## config.mk

```make
export PLATFORM = sky130hd
export DESIGN_NAME = rtc_irq_unit
export DESIGN_NICKNAME = d
export VERILOG_FILES = /design/src/rtl/rtc_irq_pkg.sv /design/src/rtl/rtc_period_gen.sv /design/src/rtl/rtc_alarm_cmp.sv /design/src/rtl/rtc_irq_unit.sv
export SDC_FILE = /design/constraint.sdc
export NUM_CORES = 1
export LEC_CHECK = 0
export ABC_AREA = 0
export BUFFER_PORTS_ARGS = -buffer_cell sky130_fd_sc_hd__clkbuf_2
export CAP_MARGIN = 30
export CORE_AREA = 3 3 100 102
export DETAILED_ROUTE_END_ITERATION = 10
export DIE_AREA = 0 0 103 105
export GPL_ROUTABILITY_DRIVEN = 0
export PLACE_DENSITY = 0.62
export SYNTH_ARGS = -nofsm -noshare
export SYNTH_HDL_FRONTEND = slang
export SYNTH_SLANG_ARGS = --single-unit
```

## constraint.sdc

```tcl
create_clock -name clk -period 12.4 [get_ports clk]
set_input_delay 2.48 -clock clk [delete_from_list [all_inputs] [get_ports clk]]
set_output_delay 2.48 -clock clk [all_outputs]
set_load 0.01 [all_outputs]
```

## src/rtl/rtc_irq_pkg.sv

```systemverilog
package rtc_irq_pkg;
    localparam int RATE_W    = 4;
    localparam int RATE_N    = 1 << RATE_W;
    localparam int N_FIELDS  = 3;

    typedef struct packed {
        logic per;
        logic alm;
        logic upd;
    } irq_flags_t;
endpackage

```

## src/rtl/rtc_period_gen.sv

```systemverilog
module rtc_period_gen
    import rtc_irq_pkg::*;
#(
    parameter int BASE_HZ    = 65536,
    parameter int US_PER_SEC = 1000000,
    parameter int STEP_W     = 16
) (
    input  logic              clk,
    input  logic              rst_n,
    input  logic              en,
    input  logic [RATE_W-1:0] rate,
    input  logic              tick_vld,
    input  logic [STEP_W-1:0] tick_us,
    output logic              hit
);
    localparam int PER_W = $clog2(US_PER_SEC + 1);
    localparam int ACC_W = PER_W + 1;
    localparam int SUM_W = ((ACC_W > STEP_W) ? ACC_W : STEP_W) + 1;

    typedef struct packed {
        logic [ACC_W-1:0] acc;
    } pg_state_t;

    pg_state_t st_d, st_q;

    logic [PER_W-1:0] per_tab [RATE_N];
    for (genvar g = 0; g < RATE_N; g++) begin : g_tab
        assign per_tab[g] = PER_W'(US_PER_SEC / (BASE_HZ >> g));
    end

    logic             active;
    logic [PER_W-1:0] period;
    logic [SUM_W-1:0] sum;

    always_comb begin
        st_d   = st_q;
        hit    = 1'b0;
        active = en && (rate != '0);
        period = per_tab[rate];
        sum    = SUM_W'(st_q.acc) + SUM_W'(tick_us);
        if (!active) begin
            st_d.acc = '0;
        end else if (tick_vld) begin
            if (sum >= SUM_W'(period)) begin
                st_d.acc = ACC_W'(sum - SUM_W'(period));
                hit      = 1'b1;
            end else begin
                st_d.acc = ACC_W'(sum);
            end
        end
    end

    always_ff @(posedge clk or negedge rst_n) begin
        if (!rst_n) st_q <= '0;
        else        st_q <= st_d;
    end

    // accumulator rests at zero after an inactive cycle
    p_idle_zero_r4: assert property (@(posedge clk) disable iff (!rst_n)
        !active |=> (st_q.acc == '0));
    // no periodic hit with rate zero
    p_hit_rate_r4: assert property (@(posedge clk) disable iff (!rst_n)
        hit |-> (rate != '0) && en);
    // hits only on a timer event
    p_hit_on_tick_r2: assert property (@(posedge clk) disable iff (!rst_n)
        hit |-> tick_vld);
endmodule

```

## src/rtl/rtc_alarm_cmp.sv

```systemverilog
module rtc_alarm_cmp
    import rtc_irq_pkg::*;
#(
    parameter int TIME_W = 8
) (
    input  logic [N_FIELDS-1:0][TIME_W-1:0] now_t,
    input  logic [N_FIELDS-1:0][TIME_W-1:0] alm_t,
    output logic                            match
);
    logic [N_FIELDS-1:0] eq;
    for (genvar g = 0; g < N_FIELDS; g++) begin : g_fld
        assign eq[g] = (now_t[g] == alm_t[g]);
    end
    assign match = &eq;
endmodule

```

## src/rtl/rtc_irq_unit.sv

```systemverilog
module rtc_irq_unit
    import rtc_irq_pkg::*;
#(
    parameter int BASE_HZ    = 65536,
    parameter int US_PER_SEC = 1000000,
    parameter int STEP_W     = 16,
    parameter int TIME_W     = 8
) (
    input  logic              clk,
    input  logic              rst_n,
    input  logic              tick_vld,
    input  logic [STEP_W-1:0] tick_us,
    input  logic              sec_tick,
    input  logic [RATE_W-1:0] rate,
    input  logic              per_en,
    input  logic              alm_en,
    input  logic              upd_en,
    input  logic [TIME_W-1:0] cur_sec,
    input  logic [TIME_W-1:0] cur_min,
    input  logic [TIME_W-1:0] cur_hour,
    input  logic [TIME_W-1:0] alm_sec,
    input  logic [TIME_W-1:0] alm_min,
    input  logic [TIME_W-1:0] alm_hour,
    input  logic              stat_rd,
    output logic [7:0]        stat_c,
    output logic              irq
);
    typedef struct packed {
        irq_flags_t flags;
        logic       req;
    } unit_state_t;

    unit_state_t st_d, st_q;
    logic        per_hit;
    logic        alm_match;

    rtc_period_gen #(
        .BASE_HZ    (BASE_HZ),
        .US_PER_SEC (US_PER_SEC),
        .STEP_W     (STEP_W)
    ) u_period (
        .clk      (clk),
        .rst_n    (rst_n),
        .en       (per_en),
        .rate     (rate),
        .tick_vld (tick_vld),
        .tick_us  (tick_us),
        .hit      (per_hit)
    );

    rtc_alarm_cmp #(
        .TIME_W (TIME_W)
    ) u_alarm (
        .now_t (  {cur_hour, cur_min, cur_sec}),
        .alm_t (  {alm_hour, alm_min, alm_sec}),
        .match (alm_match)
    );

    always_comb begin
        st_d = st_q;
        if (stat_rd) st_d.flags = '0;
        if (per_hit)                        st_d.flags.per = 1'b1;
        if (sec_tick && alm_en && alm_match) st_d.flags.alm = 1'b1;
        if (sec_tick && upd_en)             st_d.flags.upd = 1'b1;
        st_d.req = st_d.flags.per | st_d.flags.alm | st_d.flags.upd;
    end

    always_ff @(posedge clk or negedge rst_n) begin
        if (!rst_n) st_q <= '0;
        else        st_q <= st_d;
    end

    always_comb begin
        stat_c    = '0;
        stat_c[7] = st_q.flags.per | st_q.flags.alm | st_q.flags.upd;
        stat_c[6] = st_q.flags.per;
        stat_c[5] = st_q.flags.alm;
        stat_c[4] = st_q.flags.upd;
    end
    assign irq = st_q.req;

    // a read with no coinciding event empties the byte
    p_read_clear_r9: assert property (@(posedge clk) disable iff (!rst_n)
        stat_rd && !sec_tick && !per_hit |=> (stat_c == 8'h00) && !irq);
    // update flag holds until read
    p_sticky_r9: assert property (@(posedge clk) disable iff (!rst_n)
        stat_c[4] && !stat_rd |=> stat_c[4]);
    // enabled second pulse sets the update flag even during a read
    p_upd_set_r5: assert property (@(posedge clk) disable iff (!rst_n)
        sec_tick && upd_en |=> stat_c[4]);
    // alarm flag only after an enabled second pulse
    p_alm_cause_r6: assert property (@(posedge clk) disable iff (!rst_n)
        $rose(stat_c[5]) |-> $past(sec_tick && alm_en));
    // request tracks the summary bit
    p_irq_follow_r8: assert property (@(posedge clk) disable iff (!rst_n)
        irq == stat_c[7]);
endmodule

```

After elaboration in Yosys (flattened, before gate mapping)
Memories as Yosys holds them, arrays and structs flattened.
Cells that the tools add are included.

storage, ports and cells
  register bits = 25
  bits in read-only memories = 320
  input bits = 76
  output and inout port bits = 9
  logic and storage cells = 37
  memories = 1

cells by class
  $add $sub $neg = 2
  order comparisons = 2
  equality and inequality tests = 4
  muxes and demuxes = 12
  bitwise operators = 5
  reductions and logical operators = 6

memories
  name             depth  width  read ports  clocked after Yosys merged registers in  wr ports  line                  text
  (no name shown)  16     20     1           0                                        0         rtc_period_gen.sv:39  period = per_tab[rate];

operators with widths
  operator                                                        count
  21-bit 2-to-1 mux                                               3
  20-bit 2-to-1 mux                                               2
  8-bit == test                                                   3
  21-bit by 16-bit adder with 22-bit output                       1
  22-bit by 20-bit greater-or-equal comparator with 1-bit output  1
  21-bit by 20-bit subtractor with 21-bit output                  1
  1-bit 2-to-1 mux                                                6
  5-bit greater-or-equal comparator, second input constant        1
  4-bit NOT with 5-bit output                                     1
  1-bit logical AND                                               4
  1-bit OR                                                        4
  4-bit nonzero test                                              1
  3-bit 2-to-1 mux                                                1
  3-bit AND reduction                                             1
  2-bit != test, second input constant                            1

Logic depth before layout (Yosys ltp)
Gate-level depths: netlist of the first run.

  depth after elaboration = 11
  depth in mapped cells = 21
  gate-level depth less buffers = 19

By module
A second synthesis of the first run with hierarchy kept.

second synthesis, totals
  cell total of the unflattened synthesis = 464
  area, all modules = 3,634.7 sq um

by module, submodules not included
  module          times used  cells each  area an instance (sq um)  seq. area each (sq um)
  rtc_period_gen  1           417         3,191.8                   525.5
  rtc_alarm_cmp   1           32          264.0                     0.0
  rtc_irq_unit    1           15          178.9                     100.1

Least setup slack after synthesis of the first run
Ideal clock, no wire load.

  kind = input -> register
  start = in tick_us[0]
  end = reg st_q, in the netlist irq
  library setup time = 0.131 ns
  arrival time = 6.223 ns
  data required time = 12.269 ns
  setup slack = 6.046 ns
  stages on the path = 19
  cells stage by stage = ha_1 fa_1 a211oi_2 o211ai_1 and2_1 o21a_1 o41a_1 xor2_1 ha_1 and3_1 nand4_1 o221ai_2 nand3_1 nand3_1 or3b_1 buf_6 nand3_2 o21ai_2 or3_1

RTL lines
  element                 line                text
  start: declaration      rtc_irq_unit.sv:12  input logic [STEP_W-1:0] tick_us,
  end signal: assignment  rtc_irq_unit.sv:70  else st_q <= st_d;
  end: declaration        rtc_irq_unit.sv:33  unit_state_t st_d, st_q;

==> results of run 1 <==
-- power groups by stage --
stage                     sequential [mW]  combinational, mW  clock, mW
after floorplan                     0.127              0.799          0
after global placement              0.134              0.966          0
after detailed placement            0.134               1.00          0
after CTS                           0.133               1.01     0.0540
after global routing                0.137               1.13     0.0578
final                               0.133               1.01     0.0519
-- kinds of logic after synthesis --
kind of cell	synth area share, %
multiplexers	3.90
other	0.103
flip-flops	17.3
AND/OR/NAND/NOR	17.0
XOR/XNOR	13.0
adder cells (fa/ha/maj)	14.6
AO/OA/AOI/OAI	29.2
buffers and inverters	4.90
-- worst max-delay path by stage --
stage                     from  slack (ns)                       endpoint  depth (start not counted)
floorplan           tick_us[0]        6.05                  irq$_DFF_PN0_                         19
global placement    tick_us[0]        5.12  u_period.st_q[12]$_DFFE_PN0P_                         19
detailed placement  tick_us[0]        5.22                  irq$_DFF_PN0_                         21
CTS                 tick_us[0]        5.51                  irq$_DFF_PN0_                         21
global route        tick_us[0]        5.20                  irq$_DFF_PN0_                         21
finish              tick_us[0]        5.48                  irq$_DFF_PN0_                         21
-- sequential cells by signal, indices dropped and copies added, names as in the netlist --
name / flops
u_period.st_q: 21
stat_c: 3
irq: 1
-- layout make-up --
| cell class | instances | area [µm²] | area share, % |
|---|---|---|---|
| clock buffer | 3 | 41.3 | 0.994 |
| clock inverter | 1 | 5.00 | 0.120 |
| inverter | 22 | 82.6 | 1.99 |
| multi-input combinational | 394 | 2830 | 68.2 |
| sequential | 25 | 626 | 15.1 |
| tap | 111 | 139 | 3.34 |
| timing repair buffer | 81 | 428 | 10.3 |
-- layer usage --
| metal | GRT usage (%) | routed length [µm] | vias up |
|---|---|---|---|
| li1 | - | - | 1802 |
| met4 | 4.90 | 152 | 0 |
| met1 | 25.5 | 4520 | 1658 |
| met3 | 1.87 | 544 | 9 |
| met5 | 0 | 0 | - |
| met2 | 29.9 | 4580 | 110 |
-- tightest hold or removal path: stages (launching register included) --
cell and delay (ns):
dfrtp_1 0.35, o21ai_0 0.07, nor2_1 0.08
-- placed cells by master, fill, tap and decap left out, types with 11 or more instances in the layout --
cell,synthesis,final
a21oi_1,43,43
ha_1,39,39
nand3_1,13,13
o21ai_0,38,38
nor2_1,31,31
xnor2_1,18,18
inv_1,21,21
xor2_1,36,36
a21o_1,11,11
nand2_1,32,32
mux2i_1,13,13
clkbuf_2,0,80
dfrtp_1,25,25
==> key figures, run 1 <==
Finish
  – Post-route cell area: 4150 µm²
  – Fin cells: 637
  – Filler cells: 942
  – # diodes: 0
  – Final net count: 644
  – Utilization after layout: 45.2%
  – Layout cell share with drive strength beyond 1: 19.0%
  – Layout area overhead: 14.6%

Logic synthesis
  – Post-synth EDFFs: 0
  – Area contributors post-synth: dfrtp_1 17%, ha_1 13%, xor2_1 8.7%
  – YS warnings: 0
  – Top-area cell type share of the netlist area: 17.3%
  – Leading cell types by count after synthesis: 43 x a21oi_1, 39 x ha_1, 38 x o21ai_0
  – Area leader, netlist: dfrtp_1
  – Post-Synthesis Cells: 456
  – Mapped Area: 3620 µm²
  – Avg Inst Size Synth: 7.95 µm²
  – Sequential area share after synthesis: 17.3%
  – Async SR Flop Fraction: 100%
  – Synth cell types: 67
  – Most frequent cell after synthesis: a21oi_1
  – Seq cells post-synth: 25
  – Main flop type after synthesis: dfrtp_1

Route
  – Pre-antenna DRT Iters: 5
  – Vias per cell: 5.62
  – Vias: 3,579
  – DRC viols: 0
  – 1st-iter DRT viols: 194
  – Wire per inst: 15.4 µm
  – ANT nets after route: 0
  – Final wirelength: 9790 µm

Setup path
  – Crit path DAT: 7.09 ns
  – Worst setup path category: input pin to register
  – Chain of cells forming the critical path: clkbuf_2 -> ha_1 -> fa_1 -> a211oi_2 -> o211ai_1 -> and2_1 -> and3_1 -> a221o_1 -> a21oi_1 -> xnor2_1 -> ha_1 -> and4_1 -> nand3_1 -> nor2_1 -> nor2_1 -> nand3_1 -> or3b_1 -> buf_16 -> nand3_2 -> o21ai_2 -> or3_1
  – Delay-heaviest family, CP: simple AND/OR/NAND/NOR gates
  – Critical Path RT: 12.57 ns
  – FF-to-FF Start: u_period.st_q[0]$_DFFE_PN0P_
  – Largest stage delay on the critical path: 0.59 ns
  – Reg2Reg Setup Slack: 7.37 ns
  – Crit-path max FO: 19
  – Worst setup SP type: input pin
  – Setup crit end kind: register
  – Buffers and inverters on the worst path: 2
  – R2r endpoint: irq$_DFF_PN0_
  – CP max-delay cell: or3b_1
  – R2r worst-path depth: 20

STA
  – Fin. max-slew vios: 0
  – Fmax: 0.144 GHz
  – Final setup margin: 5.48 ns
  – Normalized max-slew margin: 36.7%
  – Crit share post-route: 55.8%
  – Worst slew pin tran: 0.950 ns
  – Final setup TNS: 0 ns
  – Setup violations, final: 0
  – Hold Worst Slack: 0.540 ns
  – Min cycle time layout: 6.92 ns
  – Final hold vios: 0
  – Clock Skew: 0.00721 ns
  – RSZ-0062 raised after global routing: no

Min path
  – Worst Hold End: u_period.st_q[0]$_DFFE_PN0P_
  – Hold path startpoint: u_period.st_q[0]$_DFFE_PN0P_
  – HP Class: register to register
  – Hold Path Stages: 2

Global routing
  – First-pass GRT wire length: 16,100 µm
  – Initial antenna violation count: 0
  – Largest net degree at the start of global routing: 35
  – Vias in the first global route: 3,469
  – GRT overflow: 0
  – GRT Total Usage: 18.3%

Clock tree
  – Worst skew pair latency: 0.28 ns
  – TritonCTS Buffers: 3
  – CTS sink cnt: 25
  – Root Buffer: clkbuf_8
  – CTS tree: built
  – Hold buffer count at CTS: 0
  – CTS Buffer Depth: 2
  – Worst-path clk slew: 0.10 ns
  – Setup Buffers After CTS: 0
  – H-Tree Depth: 1
  – Resized Gates After CTS: 0

Placement
  – Pre-CTS setup slack: 5.22 ns
  – PortBufs: 80
  – Detailed placement HPWL: 8040 µm
  – # placed instances: 633
  – Placed Area: 4110 µm²

Floorplanning
  – Row count: 35
  – Die area: 10,800 µm²
  – Chip height: 105 µm
  – Core Region: 9200 µm²
  – Initial Util: 39.4%
  – Io pins: 85
  – Die Width: 103 µm

Power and ir drop
  – Sw Pwr: 0.616 mW
  – Clock share of power: 4.3%
  – Sw Share: 51.4%
  – Max VDD drop: 113 µV
  – Seq pwr share: 11.1%
  – Part of the power in combinational logic: 84.6%
  – Power Density: 289 nW/µm²
  – Total power: 1.20 mW
  – Leak Pwr: 2.06 nW
  – Internal: 0.583 mW

Status
  – Outcome: finished, final reports clean

Job
  – Max cap viols: 0
Power figures use the tool's default switching activity.
==> inputs of run 2 (changes only) <==
==> constraint.sdc (replaced) <==
create_clock -name clk -period 6.38 [get_ports clk]
set_input_delay 1.276 -clock clk [delete_from_list [all_inputs] [get_ports clk]]
set_output_delay 1.276 -clock clk [all_outputs]
set_load 0.01 [all_outputs]
==> key figures, run 2 (synthesized netlist as in run 1, its figures left out) <==
Status
  – Outcome: finished, final reports clean (unchanged)

Setup path
  – Critical Path RT: 6.53 ns (was 12.57 ns)
  – R2r worst-path depth: 19 (was 20)
  – FF-to-FF Start: u_period.st_q[0]$_DFFE_PN0P_ (unchanged)
  – Crit path DAT: 5.87 ns (was 7.09 ns)
  – Crit-path max FO: 17 (was 19)
  – Setup crit end kind: register (unchanged)
  – Largest stage delay on the critical path: 0.67 ns (was 0.59 ns)
  – CP max-delay cell: or3b_1 (unchanged)
  – Chain of cells forming the critical path: clkbuf_2 -> ha_1 -> fa_1 -> a211oi_2 -> o211ai_1 -> and2_1 -> and3_1 -> a221o_1 -> a21oi_1 -> xnor2_1 -> ha_1 -> and4_1 -> nand3_1 -> nor2_1 -> nor2_1 -> nand3_1 -> or3b_1 -> buf_4 -> mux2i_1 -> a21oi_1 (was clkbuf_2 -> ha_1 -> fa_1 -> a211oi_2 -> o211ai_1 -> and2_1 -> and3_1 -> a221o_1 -> a21oi_1 -> xnor2_1 -> ha_1 -> and4_1 -> nand3_1 -> nor2_1 -> nor2_1 -> nand3_1 -> or3b_1 -> buf_16 -> nand3_2 -> o21ai_2 -> or3_1)
  – R2r endpoint: u_period.st_q[6]$_DFFE_PN0P_ (was irq$_DFF_PN0_)
  – Worst setup path category: input pin to register (unchanged)
  – Reg2Reg Setup Slack: 1.34 ns (was 7.37 ns)
  – Worst setup SP type: input pin (unchanged)

STA
  – Worst slew pin tran: 0.852 ns (was 0.950 ns)
  – Clock Skew: 0.0102 ns (was 0.00721 ns)
  – Final setup TNS: 0 ns (unchanged)
  – RSZ-0062 raised after global routing: no (unchanged)
  – Fmax: 0.175 GHz
  – Final hold vios: 0 (unchanged)
  – Setup violations, final: 0 (unchanged)
  – Crit share post-route: 89.7%
  – Fin. max-slew vios: 0 (unchanged)
  – Min cycle time layout: 5.72 ns
  – Normalized max-slew margin: 43.2% (was 36.7%)

Route
  – DRC viols: 0 (unchanged)
  – Vias per cell: 5.63 (was 5.62)
  – Vias: 3,589 (was 3,579)
  – Wire per inst: 15.5 µm (was 15.4 µm)
  – Pre-antenna DRT Iters: 4 (was 5)
  – Final wirelength: 9890 µm (was 9790 µm)
  – ANT nets after route: 0 (unchanged)
  – 1st-iter DRT viols: 172 (was 194)

Global routing
  – GRT Total Usage: 18.3% (about the same)
  – GRT overflow: 0 (unchanged)
  – Largest net degree at the start of global routing: 35 (unchanged)
  – Vias in the first global route: 3,466 (was 3,469)
  – First-pass GRT wire length: 16,100 µm (about the same)
  – Initial antenna violation count: 0 (unchanged)

Floorplanning
  – Row count: 35 (unchanged)
  – Io pins: 85 (unchanged)
  – Die area: 10,800 µm² (unchanged)
  – Core Region: 9200 µm² (unchanged)
  – Die Width: 103 µm (unchanged)
  – Chip height: 105 µm (unchanged)
  – Initial Util: 39.4% (unchanged)

Power and ir drop
  – Leak Pwr: 2.04 nW (was 2.06 nW)
  – Max VDD drop: 224 µV (was 113 µV)
  – Power Density: 551 nW/µm² (was 289 nW/µm²)

Placement
  – Detailed placement HPWL: 8160 µm (was 8040 µm)
  – # placed instances: 633 (unchanged)
  – PortBufs: 80 (unchanged)

Min path
  – Hold Path Stages: 2 (unchanged)
  – Worst Hold End: u_period.st_q[0]$_DFFE_PN0P_ (unchanged)
  – HP Class: register to register (unchanged)
  – Hold path startpoint: u_period.st_q[0]$_DFFE_PN0P_ (unchanged)

Clock tree
  – Worst skew pair latency: 0.28 ns (about the same)
  – CTS sink cnt: 25 (unchanged)
  – Hold buffer count at CTS: 0 (unchanged)
  – Worst-path clk slew: 0.11 ns (was 0.10 ns)
  – Resized Gates After CTS: 0 (unchanged)
  – Setup Buffers After CTS: 0 (unchanged)
  – CTS Buffer Depth: 2 (unchanged)
  – TritonCTS Buffers: 3 (unchanged)
  – Root Buffer: clkbuf_8 (unchanged)
  – CTS tree: built (unchanged)
  – H-Tree Depth: 1 (unchanged)

Finish
  – Max reg flops: 21 (unchanged)
  – # diodes: 0 (unchanged)
  – Largest register by flop count: u_period.st_q (unchanged)
  – Fin cells: 637 (unchanged)
  – Commonest cells after routing, fill and taps aside: 80 x clkbuf_2, 43 x a21oi_1, 39 x ha_1 (unchanged)
  – Most common cell after layout, fill and taps aside: clkbuf_2 (unchanged)
  – Layout area overhead: 14.1% (was 14.6%)
  – Final net count: 644 (unchanged)
  – Layout cell share with drive strength beyond 1: 19.0% (unchanged)

Job
  – Max cap viols: 0 (unchanged)
[run 2: cell types whose count changed in the layout (fill, tap and decap cells not counted)]
cell and delta:
buf_16 -1, buf_4 +1, clkinv_2 -1, clkinvlp_4 +1
[run 2: power breakdown]
group | switching, mW | leakage [nW] | internal (mW) | total, mW
Combinational | 1.08 | 1.69 | 0.832 | 1.91
Clock | 0.0596 | 0.0217 | 0.0445 | 0.104
Sequential | 0.0449 | 0.327 | 0.216 | 0.261
Total | 1.19 | 2.04 | 1.09 | 2.28
[run 2: cell type report]
type | instances | area (µm²)
Clock inverter | 1 | 7.51
Timing Repair Buffer | 81 | 408
Multi-Input combinational cell | 394 | 2830
Clock buffer | 3 | 41.3
Fill cell | 916 | 5060
Inverter | 22 | 82.6
Tap cell | 111 | 139
Sequential cell | 25 | 626
[run 2: worst max-delay path by stage]
stage / cells past startpoint / startpoint / endpoint
2_1_floorplan: 19 / tick_us[0] / irq$_DFF_PN0_
3_3_place_gp: 20 / tick_us[0] / irq$_DFF_PN0_
3_5_place_dp: 20 / tick_us[0] / irq$_DFF_PN0_
4_1_cts: 20 / tick_us[0] / irq$_DFF_PN0_
5_1_grt: 21 / tick_us[0] / u_period.st_q[8]$_DFFE_PN0P_
6_report: 20 / tick_us[0] / u_period.st_q[6]$_DFFE_PN0P_
[run 2: stage by stage]
step | total power [mW] | util, % | setup slack [ns] | area, µm² | hold WS, ns
6_report | 2.28 | 45.0 | 0.655 | 4140 | 0.545
2_1_floorplan | 1.80 | - | 1.23 | 3640 | 0.493
5_1_grt | 2.53 | 45.0 | 0.293 | 4140 | 0.578
3_5_place_dp | 2.15 | 44.4 | 0.322 | 4090 | 0.525
3_3_place_gp | 2.13 | 44.4 | 0.381 | 4090 | 0.513
4_1_cts | 2.27 | 45.0 | 0.624 | 4140 | 0.549
[run 2: critical path: cells and delay by family]
family	cells	cell delay [ns]
buf+inv	2	0.41
simple gates	8	1.67
fa+ha+maj	3	1.02
xor+xnor	1	0.23
mux	1	0.17
compound gates	5	1.07
[run 2: routing by layer]
layer / GRT usage (%) / routed length (µm)
met1: 24.2 / 4340
met2: 31.1 / 4720
met3: 1.80 / 614
met4: 5.09 / 217
met5: 0 / 0
==> inputs of run 3 (changes only) <==
--- a/config.mk
+++ b/config.mk
@@ -9,6 +9,7 @@
 export BUFFER_PORTS_ARGS = -buffer_cell sky130_fd_sc_hd__clkbuf_2
 export CAP_MARGIN = 30
 export CORE_AREA = 3 3 100 102
+export CTS_BUF_LIST = sky130_fd_sc_hd__clkbuf_4
 export DETAILED_ROUTE_END_ITERATION = 10
 export DIE_AREA = 0 0 103 105
 export GPL_ROUTABILITY_DRIVEN = 0
==> key figures, run 3 (synthesized netlist as in run 1, its figures left out) <==
Status
  – Outcome: finished, final reports clean (unchanged)

STA
  – Final hold vios: 0 (unchanged)
  – Fmax: 0.177 GHz (was 0.175 GHz)
  – Final setup TNS: 0 ns (unchanged)
  – Crit share post-route: 88.5% (was 89.7%)
  – Setup violations, final: 0 (unchanged)
  – Fin. max-slew vios: 0 (unchanged)
  – Normalized max-slew margin: 43.0% (was 43.2%)
  – RSZ-0062 raised after global routing: no (unchanged)
  – Min cycle time layout: 5.65 ns (was 5.72 ns)
  – Clock Skew: 0.0189 ns (was 0.0102 ns)
  – Worst slew pin tran: 0.855 ns (was 0.852 ns)

Setup path
  – Crit path DAT: 5.87 ns (about the same)
  – Critical Path RT: 6.61 ns (was 6.53 ns)
  – Setup crit end kind: register (unchanged)
  – Largest stage delay on the critical path: 0.68 ns (was 0.67 ns)
  – CP max-delay cell: or3b_1 (unchanged)
  – WP depth: 20 (unchanged)
  – R2r worst-path depth: 19 (unchanged)
  – Chain of cells forming the critical path: clkbuf_2 -> ha_1 -> fa_1 -> a211oi_2 -> o211ai_1 -> and2_1 -> and3_1 -> a221o_1 -> a21oi_1 -> xnor2_1 -> ha_1 -> and4_1 -> nand3_1 -> nor2_1 -> nor2_1 -> nand3_1 -> or3b_1 -> buf_4 -> mux2i_1 -> a21oi_1 (unchanged)
  – FF-to-FF Start: u_period.st_q[0]$_DFFE_PN0P_ (unchanged)
  – Buffers and inverters on the worst path: 2 (unchanged)
  – Critical path origin: tick_us[0] (unchanged)
  – Delay-heaviest family, CP: simple AND/OR/NAND/NOR gates (unchanged)
  – Worst setup SP type: input pin (unchanged)
  – Worst setup path category: input pin to register (unchanged)
  – Crit-path max FO: 17 (unchanged)

Clock tree
  – H-Tree Depth: 1 (unchanged)
  – CTS sink cnt: 25 (unchanged)
  – Setup Buffers After CTS: 0 (unchanged)
  – CTS tree: built (unchanged)
  – Hold buffer count at CTS: 0 (unchanged)
  – CTS Buffer Depth: 2 (unchanged)
  – Resized Gates After CTS: 0 (unchanged)
  – Worst skew pair latency: 0.35 ns (was 0.28 ns)
  – Root Buffer: clkbuf_4 (was clkbuf_8)
  – TritonCTS Buffers: 3 (unchanged)
  – Worst-path clk slew: 0.17 ns (was 0.11 ns)

Power and ir drop
  – Leak Pwr: 2.04 nW (about the same)
  – Power Density: 548 nW/µm² (was 551 nW/µm²)
  – Max VDD drop: 223 µV (was 224 µV)

Global routing
  – First-pass GRT wire length: 16,000 µm (was 16,100 µm)
  – Met2 Use GR: 31.0% (was 31.1%)
  – GRT Total Usage: 18.2% (was 18.3%)
  – Largest net degree at the start of global routing: 35 (unchanged)
  – Met3 usage: 1.60% (was 1.80%)
  – Vias in the first global route: 3,459 (was 3,466)
  – GRT overflow: 0 (unchanged)
  – Initial antenna violation count: 0 (unchanged)
  – Met1 Usage GRT: 24.1% (was 24.2%)
  – GRT busiest layer: met2 (unchanged)

Floorplanning
  – Die Width: 103 µm (unchanged)
  – Chip height: 105 µm (unchanged)
  – Die area: 10,800 µm² (unchanged)
  – Row count: 35 (unchanged)
  – Initial Util: 39.4% (unchanged)
  – Core Region: 9200 µm² (unchanged)
  – Io pins: 85 (unchanged)

Route
  – Vias per cell: 5.66 (was 5.63)
  – Wire per inst: 15.5 µm (about the same)
  – DRC viols: 0 (unchanged)
  – Vias: 3,606 (was 3,589)
  – Pre-antenna DRT Iters: 5 (was 4)
  – 1st-iter DRT viols: 147 (was 172)
  – Final wirelength: 9880 µm (was 9890 µm)
  – ANT nets after route: 0 (unchanged)

Finish
  – Layout area overhead: 13.6% (was 14.1%)
  – Most common cell after layout, fill and taps aside: clkbuf_2 (unchanged)
  – Filler cells: 917 (was 916)
  – Largest register by flop count: u_period.st_q (unchanged)
  – # diodes: 0 (unchanged)
  – Utilization after layout: 44.8% (was 45.0%)
  – Max reg flops: 21 (unchanged)
  – Commonest cells after routing, fill and taps aside: 80 x clkbuf_2, 43 x a21oi_1, 39 x ha_1 (unchanged)
  – Final net count: 644 (unchanged)
  – Layout cell share with drive strength beyond 1: 19.0% (unchanged)
  – Post-route cell area: 4120 µm² (was 4140 µm²)

Placement
  – Detailed placement HPWL: 8160 µm (unchanged)
  – Placed Area: 4090 µm² (unchanged)
  – PortBufs: 80 (unchanged)

Job
  – Max cap viols: 0 (unchanged)

Min path
  – Hold path startpoint: u_period.st_q[0]$_DFFE_PN0P_ (unchanged)
  – HP Class: register to register (unchanged)
  – Hold Path Stages: 2 (unchanged)
[run 3: changes by cell type in the layout (fill, tap and decap cells not counted)]
cell | before | now
clkbuf_4 | 0 | 3
clkbuf_8 | 3 | 0
[run 3: final timing paths]
path / slack [ns] / endpoint
max in group asynchronous: 5.00 / u_period.st_q[10]$_DFFE_PN0P_
setup reg to reg: 1.33 / u_period.st_q[6]$_DFFE_PN0P_
setup / recovery: 0.73 / u_period.st_q[6]$_DFFE_PN0P_
hold reg to reg: 0.56 / u_period.st_q[0]$_DFFE_PN0P_
hold / removal: 0.56 / u_period.st_q[0]$_DFFE_PN0P_
min in group asynchronous: 0.93 / u_period.st_q[0]$_DFFE_PN0P_
[run 3: area by class of cell]
| class | instances | area (µm²) | share of cell area, % |
|---|---|---|---|
| Multi-Input combinational cell | 394 | 2830 | 68.8 |
| Sequential cell | 25 | 626 | 15.2 |
| Timing Repair Buffer | 81 | 408 | 9.91 |
| Tap cell | 111 | 139 | 3.37 |
| Inverter | 22 | 82.6 | 2.01 |
| Clock buffer | 3 | 22.5 | 0.547 |
| Clock inverter | 1 | 7.51 | 0.182 |
[run 3: where the power goes]
group / internal (mW) / switching [mW] / total, mW
logic: 0.832 / 1.08 / 1.92
registers: 0.215 / 0.0452 / 0.260
clock network: 0.0240 / 0.0573 / 0.0813
total: 1.07 / 1.19 / 2.26
[run 3: metrics by stage]
stage / power, mW / worst slack, ns / hold slack (ns) / instances
final: 2.26 / 0.733 / 0.559 / 637
after global routing: 2.50 / 0.369 / 0.591 / 637
after global placement: 2.13 / 0.381 / 0.513 / 633
after CTS: 2.25 / 0.701 / 0.561 / 637
after floorplan: 1.80 / 1.23 / 0.493 / 459
after detailed placement: 2.15 / 0.322 / 0.525 / 633
[run 3: tightest hold or removal path, stage by stage (launching register included)]
cell	delay (ns)
dfrtp_1	0.39
o21ai_0	0.07
nor2_1	0.07
[run 3: layer usage]
metal	share of wire (%)	up-vias
li1	-	1812
met1	44	1645
met2	48	134
met3	6.0	15
met4	2.2	0
met5	0	-
